**config.mk**
```make
export PLATFORM = sky130hd
export DESIGN_NAME = pt_walker
export DESIGN_NICKNAME = d
export VERILOG_FILES = /design/src/rtl/pt_walker_pkg.sv /design/src/rtl/pt_index_sel.sv /design/src/rtl/pt_entry_eval.sv /design/src/rtl/pt_walk_fsm.sv /design/src/rtl/pt_walker.sv
export SDC_FILE = /design/constraint.sdc
export NUM_CORES = 1
export LEC_CHECK = 0
export ABC_AREA = 1
export BUFFER_PORTS_ARGS = -buffer_cell sky130_fd_sc_hd__buf_4
export CORE_MARGIN = 2
export CORE_UTILIZATION = 55
export DETAILED_ROUTE_END_ITERATION = 7
export PLACE_DENSITY_LB_ADDON = 0.08
export SLEW_MARGIN = 40
export SYNTH_ARGS = -nofsm -noshare
export SYNTH_HDL_FRONTEND = slang
export SYNTH_SLANG_ARGS = --single-unit
```
**constraint.sdc**
```tcl
create_clock -name clk -period 19.52 [get_ports clk]
set_input_delay 0 -clock clk [delete_from_list [all_inputs] [get_ports clk]]
set_output_delay 0 -clock clk [all_outputs]
set_load 0.02 [all_outputs]
```
**src/rtl/pt_walker_pkg.sv**
```systemverilog
package pt_walker_pkg;

  typedef enum logic [1:0] {
    CAUSE_NONE    = 2'd0,
    CAUSE_ABSENT  = 2'd1,
    CAUSE_WRPROT  = 2'd2,
    CAUSE_USRPROT = 2'd3
  } walk_cause_e;

  localparam int FLAG_PRESENT  = 0;
  localparam int FLAG_WRITABLE = 1;
  localparam int FLAG_USER     = 2;
  localparam int FLAG_BITS     = 3;

endpackage

```
**src/rtl/pt_index_sel.sv**
```systemverilog
module pt_index_sel #(
  parameter int VA_W        = 48,
  parameter int PA_W        = 52,
  parameter int IDX_W       = 9,
  parameter int OFF_W       = 12,
  parameter int LVL_W       = 3,
  parameter int ENTRY_SHIFT = 3
) (
  input  logic [VA_W-1:0]  va,
  input  logic [LVL_W-1:0] level,
  input  logic [PA_W-1:0]  table_base,
  output logic [PA_W-1:0]  entry_addr
);

  // The index field for level L starts at OFF_W + (L-1)*IDX_W.
  function automatic logic [IDX_W-1:0] table_index(input logic [VA_W-1:0] v,
                                                   input logic [LVL_W-1:0] lvl);
    int base_bit;
    base_bit = OFF_W + (int'(lvl) - 1) * IDX_W;
    return IDX_W'(v >> base_bit);
  endfunction

  function automatic logic [PA_W-1:0] slot_addr(input logic [PA_W-1:0] tb,
                                                input logic [IDX_W-1:0] idx);
    return tb + (PA_W'(idx) << ENTRY_SHIFT);
  endfunction

  assign entry_addr = slot_addr(table_base, table_index(va, level));

endmodule

```
**src/rtl/pt_entry_eval.sv**
```systemverilog
module pt_entry_eval
  import pt_walker_pkg::*;
#(
  parameter int ENTRY_W = 64,
  parameter int PA_W    = 52,
  parameter int OFF_W   = 12
) (
  input  logic [ENTRY_W-1:0] entry,
  input  logic               is_write,
  input  logic               is_user,
  output logic [1:0]         fault_cause,
  output logic [PA_W-1:0]    next_base
);

  logic unused_entry_bits;

  function automatic logic [PA_W-1:0] frame_base(input logic [ENTRY_W-1:0] e);
    return {e[PA_W-1:OFF_W], {OFF_W{1'b0}}};
  endfunction

  function automatic walk_cause_e judge(input logic [ENTRY_W-1:0] e,
                                        input logic wr, input logic usr);
    if (!e[FLAG_PRESENT])             return CAUSE_ABSENT;
    else if (wr && !e[FLAG_WRITABLE]) return CAUSE_WRPROT;
    else if (usr && !e[FLAG_USER])    return CAUSE_USRPROT;
    else                              return CAUSE_NONE;
  endfunction

  assign next_base         = frame_base(entry);
  assign fault_cause       = judge(entry, is_write, is_user);
  assign unused_entry_bits = ^{entry[ENTRY_W-1:PA_W], entry[OFF_W-1:FLAG_BITS]};

endmodule

```
**src/rtl/pt_walk_fsm.sv**
```systemverilog
module pt_walk_fsm
  import pt_walker_pkg::*;
#(
  parameter int VA_W   = 48,
  parameter int PA_W   = 52,
  parameter int OFF_W  = 12,
  parameter int LEVELS = 4,
  parameter int LVL_W  = 3
) (
  input  logic             clk,
  input  logic             rst_n,
  input  logic             req_valid,
  input  logic [VA_W-1:0]  req_va,
  input  logic             req_write,
  input  logic             req_user,
  input  logic [PA_W-1:0]  root_base,
  output logic             req_ready,
  input  logic             mem_rsp_valid,
  output logic             mem_req_valid,
  input  logic [1:0]       fault_cause,
  input  logic [PA_W-1:0]  next_base,
  output logic [VA_W-1:0]  cur_va,
  output logic             cur_write,
  output logic             cur_user,
  output logic [PA_W-1:0]  cur_base,
  output logic [LVL_W-1:0] cur_level,
  output logic             entry_take,
  output logic             walk_end,
  output logic             rsp_valid,
  output logic             rsp_fault,
  output logic [LVL_W-1:0] rsp_level,
  output logic [1:0]       rsp_cause,
  output logic [PA_W-1:0]  rsp_pa
);

  typedef enum logic {ST_IDLE, ST_FETCH} walk_state_e;
  walk_state_e state;
  logic        fault_now;

  function automatic logic [PA_W-1:0] join_pa(input logic [PA_W-1:0] frame,
                                              input logic [VA_W-1:0] v);
    return frame | {{(PA_W-OFF_W){1'b0}}, v[OFF_W-1:0]};
  endfunction

  assign req_ready     = (state == ST_IDLE);
  assign mem_req_valid = (state == ST_FETCH);
  assign entry_take    = (state == ST_FETCH) && mem_rsp_valid;
  assign fault_now     = (fault_cause != CAUSE_NONE);
  assign walk_end      = fault_now || (cur_level == LVL_W'(1));

  always_ff @(posedge clk) begin
    if (!rst_n) begin
      state     <= ST_IDLE;
      cur_va    <= '0;
      cur_write <= 1'b0;
      cur_user  <= 1'b0;
      cur_base  <= '0;
      cur_level <= '0;
      rsp_valid <= 1'b0;
      rsp_fault <= 1'b0;
      rsp_level <= '0;
      rsp_cause <= '0;
      rsp_pa    <= '0;
    end else begin
      rsp_valid <= 1'b0;
      case (state)
        ST_IDLE: begin
          if (req_valid) begin
            cur_va    <= req_va;
            cur_write <= req_write;
            cur_user  <= req_user;
            cur_base  <= root_base;
            cur_level <= LVL_W'(LEVELS);
            state     <= ST_FETCH;
          end
        end
        ST_FETCH: begin
          if (mem_rsp_valid) begin
            if (walk_end) begin
              state     <= ST_IDLE;
              rsp_valid <= 1'b1;
              rsp_fault <= fault_now;
              rsp_level <= cur_level;
              rsp_cause <= fault_cause;
              rsp_pa    <= fault_now ? '0 : join_pa(next_base, cur_va);
            end else begin
              cur_base  <= next_base;
              cur_level <= cur_level - LVL_W'(1);
            end
          end
        end
        default: state <= ST_IDLE;
      endcase
    end
  end

endmodule

```
**src/rtl/pt_walker.sv**
```systemverilog
module pt_walker #(
  parameter int VA_W    = 48,
  parameter int PA_W    = 52,
  parameter int ENTRY_W = 64,
  parameter int LEVELS  = 4,
  parameter int IDX_W   = 9,
  parameter int OFF_W   = 12,
  localparam int LVL_W       = $clog2(LEVELS + 1),
  localparam int ENTRY_SHIFT = $clog2(ENTRY_W / 8)
) (
  input  logic               clk,
  input  logic               rst_n,
  input  logic [PA_W-1:0]    root_base,
  input  logic               req_valid,
  output logic               req_ready,
  input  logic [VA_W-1:0]    req_va,
  input  logic               req_write,
  input  logic               req_user,
  output logic               mem_req_valid,
  output logic [PA_W-1:0]    mem_req_addr,
  input  logic               mem_rsp_valid,
  input  logic [ENTRY_W-1:0] mem_rsp_data,
  output logic               rsp_valid,
  output logic               rsp_fault,
  output logic [LVL_W-1:0]   rsp_level,
  output logic [1:0]         rsp_cause,
  output logic [PA_W-1:0]    rsp_pa
);

  logic [VA_W-1:0]  cur_va;
  logic             cur_write;
  logic             cur_user;
  logic [PA_W-1:0]  cur_base;
  logic [LVL_W-1:0] cur_level;
  logic             entry_take;
  logic             walk_end;
  logic [1:0]       fault_cause;
  logic [PA_W-1:0]  next_base;

  pt_index_sel #(
    .VA_W(VA_W), .PA_W(PA_W), .IDX_W(IDX_W), .OFF_W(OFF_W),
    .LVL_W(LVL_W), .ENTRY_SHIFT(ENTRY_SHIFT)
  ) i_index_sel (
    .va         (cur_va),
    .level      (cur_level),
    .table_base (cur_base),
    .entry_addr (mem_req_addr)
  );

  pt_entry_eval #(
    .ENTRY_W(ENTRY_W), .PA_W(PA_W), .OFF_W(OFF_W)
  ) i_entry_eval (
    .entry       (mem_rsp_data),
    .is_write    (cur_write),
    .is_user     (cur_user),
    .fault_cause (fault_cause),
    .next_base   (next_base)
  );

  pt_walk_fsm #(
    .VA_W(VA_W), .PA_W(PA_W), .OFF_W(OFF_W), .LEVELS(LEVELS), .LVL_W(LVL_W)
  ) i_walk_fsm (
    .clk           (clk),
    .rst_n         (rst_n),
    .req_valid     (req_valid),
    .req_va        (req_va),
    .req_write     (req_write),
    .req_user      (req_user),
    .root_base     (root_base),
    .req_ready     (req_ready),
    .mem_rsp_valid (mem_rsp_valid),
    .mem_req_valid (mem_req_valid),
    .fault_cause   (fault_cause),
    .next_base     (next_base),
    .cur_va        (cur_va),
    .cur_write     (cur_write),
    .cur_user      (cur_user),
    .cur_base      (cur_base),
    .cur_level     (cur_level),
    .entry_take    (entry_take),
    .walk_end      (walk_end),
    .rsp_valid     (rsp_valid),
    .rsp_fault     (rsp_fault),
    .rsp_level     (rsp_level),
    .rsp_cause     (rsp_cause),
    .rsp_pa        (rsp_pa)
  );

endmodule

```
Word level (Yosys, flattened, before mapping):

Index checks and enable logic that the tools add are counted.

* register bits after elaboration: 165
* bits of input ports: 170
* output and inout port bits: 113
* word-level logic and storage cells: 50

* $add $sub $neg: 4
* multiply operators: 1
* equal/unequal tests: 4
* shifts and indexed selects: 1
* muxes and demuxes: 17
* bitwise operators: 2
* reduce and logical (&&, ||, !) cells: 10

Operators with widths (number)
* two-way mux 52 bit: 4
* one-hot mux 52 bit (2 select lines): 1
* adder 52 x 12 -> 52 bit: 1
* OR 52 x 12 -> 52 bit: 1
* right shift 48 x 32 -> 9 bit: 1
* adder 5 x 32 -> 32 bit, first input constant: 1
* multiplier 32 x 5 -> 32 bit, second input constant: 1
* two-way mux 3 bit: 3
* AND reduction 3 bit: 3
* two-way mux 2 bit: 3
* inequality test 2 bit, second input constant: 3
* one-hot mux 3 bit (2 select lines): 1
* two-way mux 1 bit: 4
* subtractor 3 x 1 -> 4 bit, second input constant: 1
* == test 3 x 1 -> 1 bit, second input constant: 1
* subtractor 3 x 1 -> 3 bit, second input constant: 1
* logical AND 1 bit: 2
* logical NOT 1 bit: 2
* one-hot mux 1 bit (2 select lines): 1
* AND reduction 2 bit: 1
* nonzero test 2 bit: 1
* logical OR 1 bit: 1
* NOT 1 bit: 1

Logic depth before layout (Yosys ltp):

* depth after elaboration: 10
* depth in mapped cells: 49
* depth with buffers taken out: 44

By module:

From an unflattened synthesis, not the netlist that was laid out.

* cells, all modules: 1873
* area total of the unflattened synthesis: 11616.1 um2

Modules (own cells, without submodules)
* pt_walk_fsm: instances 1, cells each 1016, area each 6993.0 um2, sequential area each 3303.2 um2
* pt_index_sel: instances 1, cells each 796, area each 4187.8 um2, sequential area each 0.0 um2
* pt_entry_eval: instances 1, cells each 61, area each 435.4 um2, sequential area each 0.0 um2

Least setup slack after synthesis:

Ideal clock, no wire load.

* path kind: register to output
* start: register i_walk_fsm.cur_level[0]
* end: output port mem_req_addr[51]
* data arrival time: 6.417 ns
* required time: 19.520 ns
* setup slack: 13.103 ns
* cell stages (with the launch flop): 47
* path buffers: 5
* cells stage by stage: dfxtp_1 -> inv_1 -> buf_2 -> buf_1 -> ha_1 -> clkbuf_1 -> clkinv_1 -> clkbuf_1 -> ha_1 -> inv_1 -> fa_1 -> inv_1 -> ha_1 -> ha_1 -> nand2_1 -> nand2_1 -> inv_1 -> ha_1 -> [... 11 more ...] -> nand3_1 -> nand3_1 -> nand2_1 -> a21oi_1 -> ha_1 -> fa_1 -> nand3_1 -> nand2_1 -> a21oi_2 -> o21ai_4 -> nand2_2 -> nor2_4 -> inv_2 -> nor2_8 -> nand2_2 -> nor2_4 -> nand3_2 -> xnor2_1

* longest elaborated chain between the ends: 5

RTL lines
* start: declaration: line pt_walk_fsm.sv:26 `output logic [LVL_W-1:0] cur_level,`
* start signal: assignment: line pt_walk_fsm.sv:73 `cur_level <= LVL_W'(LEVELS);`
* start signal: assignment: line pt_walk_fsm.sv:88 `cur_level <= cur_level - LVL_W'(1);`
* subtractor 3 x 1 -> 4 bit: line pt_index_sel.sv:19 `base_bit = OFF_W + (int'(lvl) - 1) * IDX_W;`
* multiplier 32 x 5 -> 32 bit: line pt_index_sel.sv:19
* adder 5 x 32 -> 32 bit: line pt_index_sel.sv:19
* right shift 48 x 32 -> 9 bit: line pt_index_sel.sv:20 `return IDX_W'(v >> base_bit);`
* adder 52 x 12 -> 52 bit: line pt_index_sel.sv:25 `return tb + (PA_W'(idx) << ENTRY_SHIFT);`
* end: declaration: line pt_walker.sv:20 `output logic [PA_W-1:0] mem_req_addr,`

Every way passes these cells.

Worst setup path in the final report:

* start: register i_walk_fsm.cur_level[0]
* end: output port mem_req_addr[43]

Same word-level chain as after synthesis.

==> results.txt <==
Cell area after synthesis - 10700 um2
Horizontal die dimension - 143 um
RD Place Congestion - 0.945
Avg Vias per Cell - 5.84
Overall track demand over capacity in global routing - 39.5%
Source of the critical timing path - i_walk_fsm.cur_level[0]
Crit share post-route - 45.8%
Number of nets in the finished design - 2207
Met2 track utilization from global routing - 61.5%
Antenna violations before repair - 0
Area post-placement - 12600 um2
Startpoint types - register
Warning count from the yosys run - 0
Area of all placed cells without fillers - 14600 um2
Num Clock Sinks - 165
Routing usage on met1 - 55.1%
Number of buffers added by the clock tree synthesis step - 17
Filler cells - 1390
Area of the core - 18900 um2
DIE AREA - 20600 um2
Drc violations - 0
Status - finished with violations
Hold Vio Cnt, Final - 1
Share of layout cells above drive strength 1 - 17.0%
Class of the worst hold path - in2reg
Layer with the highest usage - met2
Family with the most delay on the worst path - buffers and inverters
Finish-stage setup viols - 0
Routed wire length - 41700 um
Endpoint kind of the worst setup timing path - output pin
Count of antenna-violating nets left after detailed routing - 0
Htree depth - 4
Fraction of the yosys area taken by sequential cells - 30.9%
Most prevalent standard cell on the critical path - nand2_1
Worst slack on hold paths - -0.00726 ns
Vias in the first global route - 12300
Mapped Nets - 1891
Final Slew Violations - 0
Global-route wire length before repair - 64000 um
Setup clock skew after layout - 0.0109 ns
Most frequent cells in the layout - nand2_1, buf_4, nand3_1, o21ai_0, dfxtp_1
Routed wire per std cell - 18.2 um
Hold path start - root_base[27]
Site Rows - 50
Global route total overflow - 0
Met3 usage in global routing - 8.96%
Number of placed I/O pins - 283
Startpoint of the lowest-slack register-to-register path - i_walk_fsm.cur_write
CTS tree - done
Dpl hpwl - 27100 um
Max_cap viols - 0
Synth Instances - 1693
Die H - 143 um
Pwr dens - 81.2 nW/um2
Setup repair after global routing missed its margin - false
Total leakage power - 0.00677 uW
Min cycle time layout - 8.94 ns
Mean instance size in the synthesized netlist - 6.31 um2
Flops & latches, synth - 165
Crit-path max FO - 66
Largest net degree at the start of global routing - 85
Maximum buffer depth of the clock tree - 2
Via total after detailed routing - 13300
Relative area change from synthesis to final layout - 36.5%
Yosys cell types - 41
Worst skew pair latency - 0.44 ns
Cell at the root of the clock tree - clkbuf_16
Number of buffers and inverters on the critical path - 12
Clock transition at path regs - 0.07 ns
Most common cell after layout, fill and taps aside - nand2_1
Worst-margin pin slew - 0.805 ns
Top achievable clock speed - 112 MHz
Critical path's largest stage delay - 0.75 ns
Endpoint required time on the critical path - 19.52 ns
Router iterations before antenna repair - 6
Violated checks - negative hold slack
Worst IR drop on VDD - 57.6 uV
Count of input and output buffers - 261
Iteration-0 DRC Markers - 1877
Worst EP arrival - 8.94 ns
Crit-path slowest cell - dfxtp_4
Initial Util - 56.6%
Type of the setup path with the least slack - reg2out
Worst max-slew margin expressed relative to the limit - 46.4%
Total Neg Setup Slack - 0 ns
worst min-delay path, cell delays in order:
cell	delay, ns
buf_4	0.08
nand2_1	0.04
o21ai_0	0.07
o21ai_0	0.08
a21oi_1	0.11
power by group:
part / switching [uW] / internal [uW]
logic: 292 / 174
clock network: 167 / 172
registers: 21.3 / 359
total: 481 / 704
sequential cells by signal, indices dropped and copies added (netlist names):
name / count
i_walk_fsm.rsp_level: 3
i_walk_fsm.rsp_valid: 1
i_walk_fsm.rsp_pa: 52
i_walk_fsm.mem_req_valid: 1
i_walk_fsm.rsp_cause: 2
i_walk_fsm.cur_user: 1
i_walk_fsm.rsp_fault: 1
i_walk_fsm.cur_level: 3
i_walk_fsm.cur_base: 52
i_walk_fsm.cur_write: 1
i_walk_fsm.cur_va: 48
cell type report:
class                           instances  area (um2)  share of cell area (%)
Antenna cell                            2        5.00                  0.0343
Clock buffer                           17         425                    2.92
Clock inverter                         15         155                    1.06
Inverter                              148         558                    3.83
Multi-Input combinational cell       1263        6350                    43.6
Sequential cell                       165        3310                    22.7
Tap cell                              260         325                    2.23
Timing Repair Buffer                  414        3460                    23.7
synthesized netlist by cell type:
master    instances  area share [%]
inv_1           142             5.0
o21ai_1          18            0.84
o21ai_0         186             8.7
a31oi_1          20             1.2
nand3_1         202             9.5
or3b_2            1           0.082
nor2_2            6            0.35
xor2_1           33             2.7
o21ai_2           1           0.082
o21ai_4           1            0.15
buf_1            16            0.56
xnor2_1          14             1.1
dfxtp_1         165              31
o211ai_1          1           0.070
ha_1             25             2.9
nand2_2           3            0.18
nand3_2           4            0.37
clkinv_1          4            0.14
nor2_4            7            0.74
a21oi_1          83             3.9
nand2_4           3            0.32
buf_4             6            0.42
and3_1            1           0.059
nand2_1         428              15
a21oi_2           3            0.25
a211oi_1          2            0.14
a21boi_1          2            0.14
nor4_1           11            0.64
buf_2            22             1.0
fa_1              3            0.56
nor3_1           19            0.89
clkbuf_1         72             2.5
nand3b_1          1           0.070
nand4_1          65             3.8
inv_2             2           0.070
and2_1            1           0.059
nor2_1          116             4.1
buf_6             1            0.11
nor2_8            1            0.19
or2_1             1           0.059
o31ai_1           1           0.070
timing repair:
| item | in CTS | in global routing |
|---|---|---|
| hold buffers | 139 | 0 |
| endpoints found under the hold margin | 130 | 0 |
| resized for setup | 0 | 0 |
| buffers inserted | 0 | 0 |
cell families (layout without fill, tap and decap cells):
logic type                 Yosys count  in the layout  synth area share (%)
adders and majority gates           28             28                  3.49
and+or+nand+nor                    870            870                  36.4
other                                0              2                     0
xor gates and xnor gates            47             47                  3.85
AOI/OAI and AO/OA                  318            318                  15.5
buffers and inverters              265            594                  9.85
DFF                                165            165                  30.9
metrics by stage:
stage | worst slack, ns | std cells | utilization [%] | total power [uW]
2_1_floorplan | 13.10 | 1693 | - | 670
3_3_place_gp | 10.88 | 2111 | 66.6 | 806
3_5_place_dp | 11.15 | 2111 | 66.7 | 813
4_1_cts | 10.64 | 2282 | 77.2 | 1170
5_1_grt | 9.79 | 2282 | 77.2 | 1240
6_report | 10.58 | 2284 | 77.2 | 1180
per-layer routing:
layer	vias up	wire [um]	part of all wire [%]
li1	6242	-	-
met4	0	1050	2.5
met2	922	18700	45
met3	112	4860	12
met5	-	0	0
met1	6067	17000	41
path summary, 6_finish.rpt:
check / depth (start not counted) / slack (ns) / end
worst max register to register: 15 / 16.26 / i_walk_fsm.cur_base[26]
worst min register to register: 2 / 0.48 / i_walk_fsm.cur_va[0]
worst min-delay path: 5 / -0.007 / i_walk_fsm.cur_base[27]
worst max-delay path: 45 / 10.58 / mem_req_addr[43]
No activity file was read; power rests on OpenSTA's default activity.
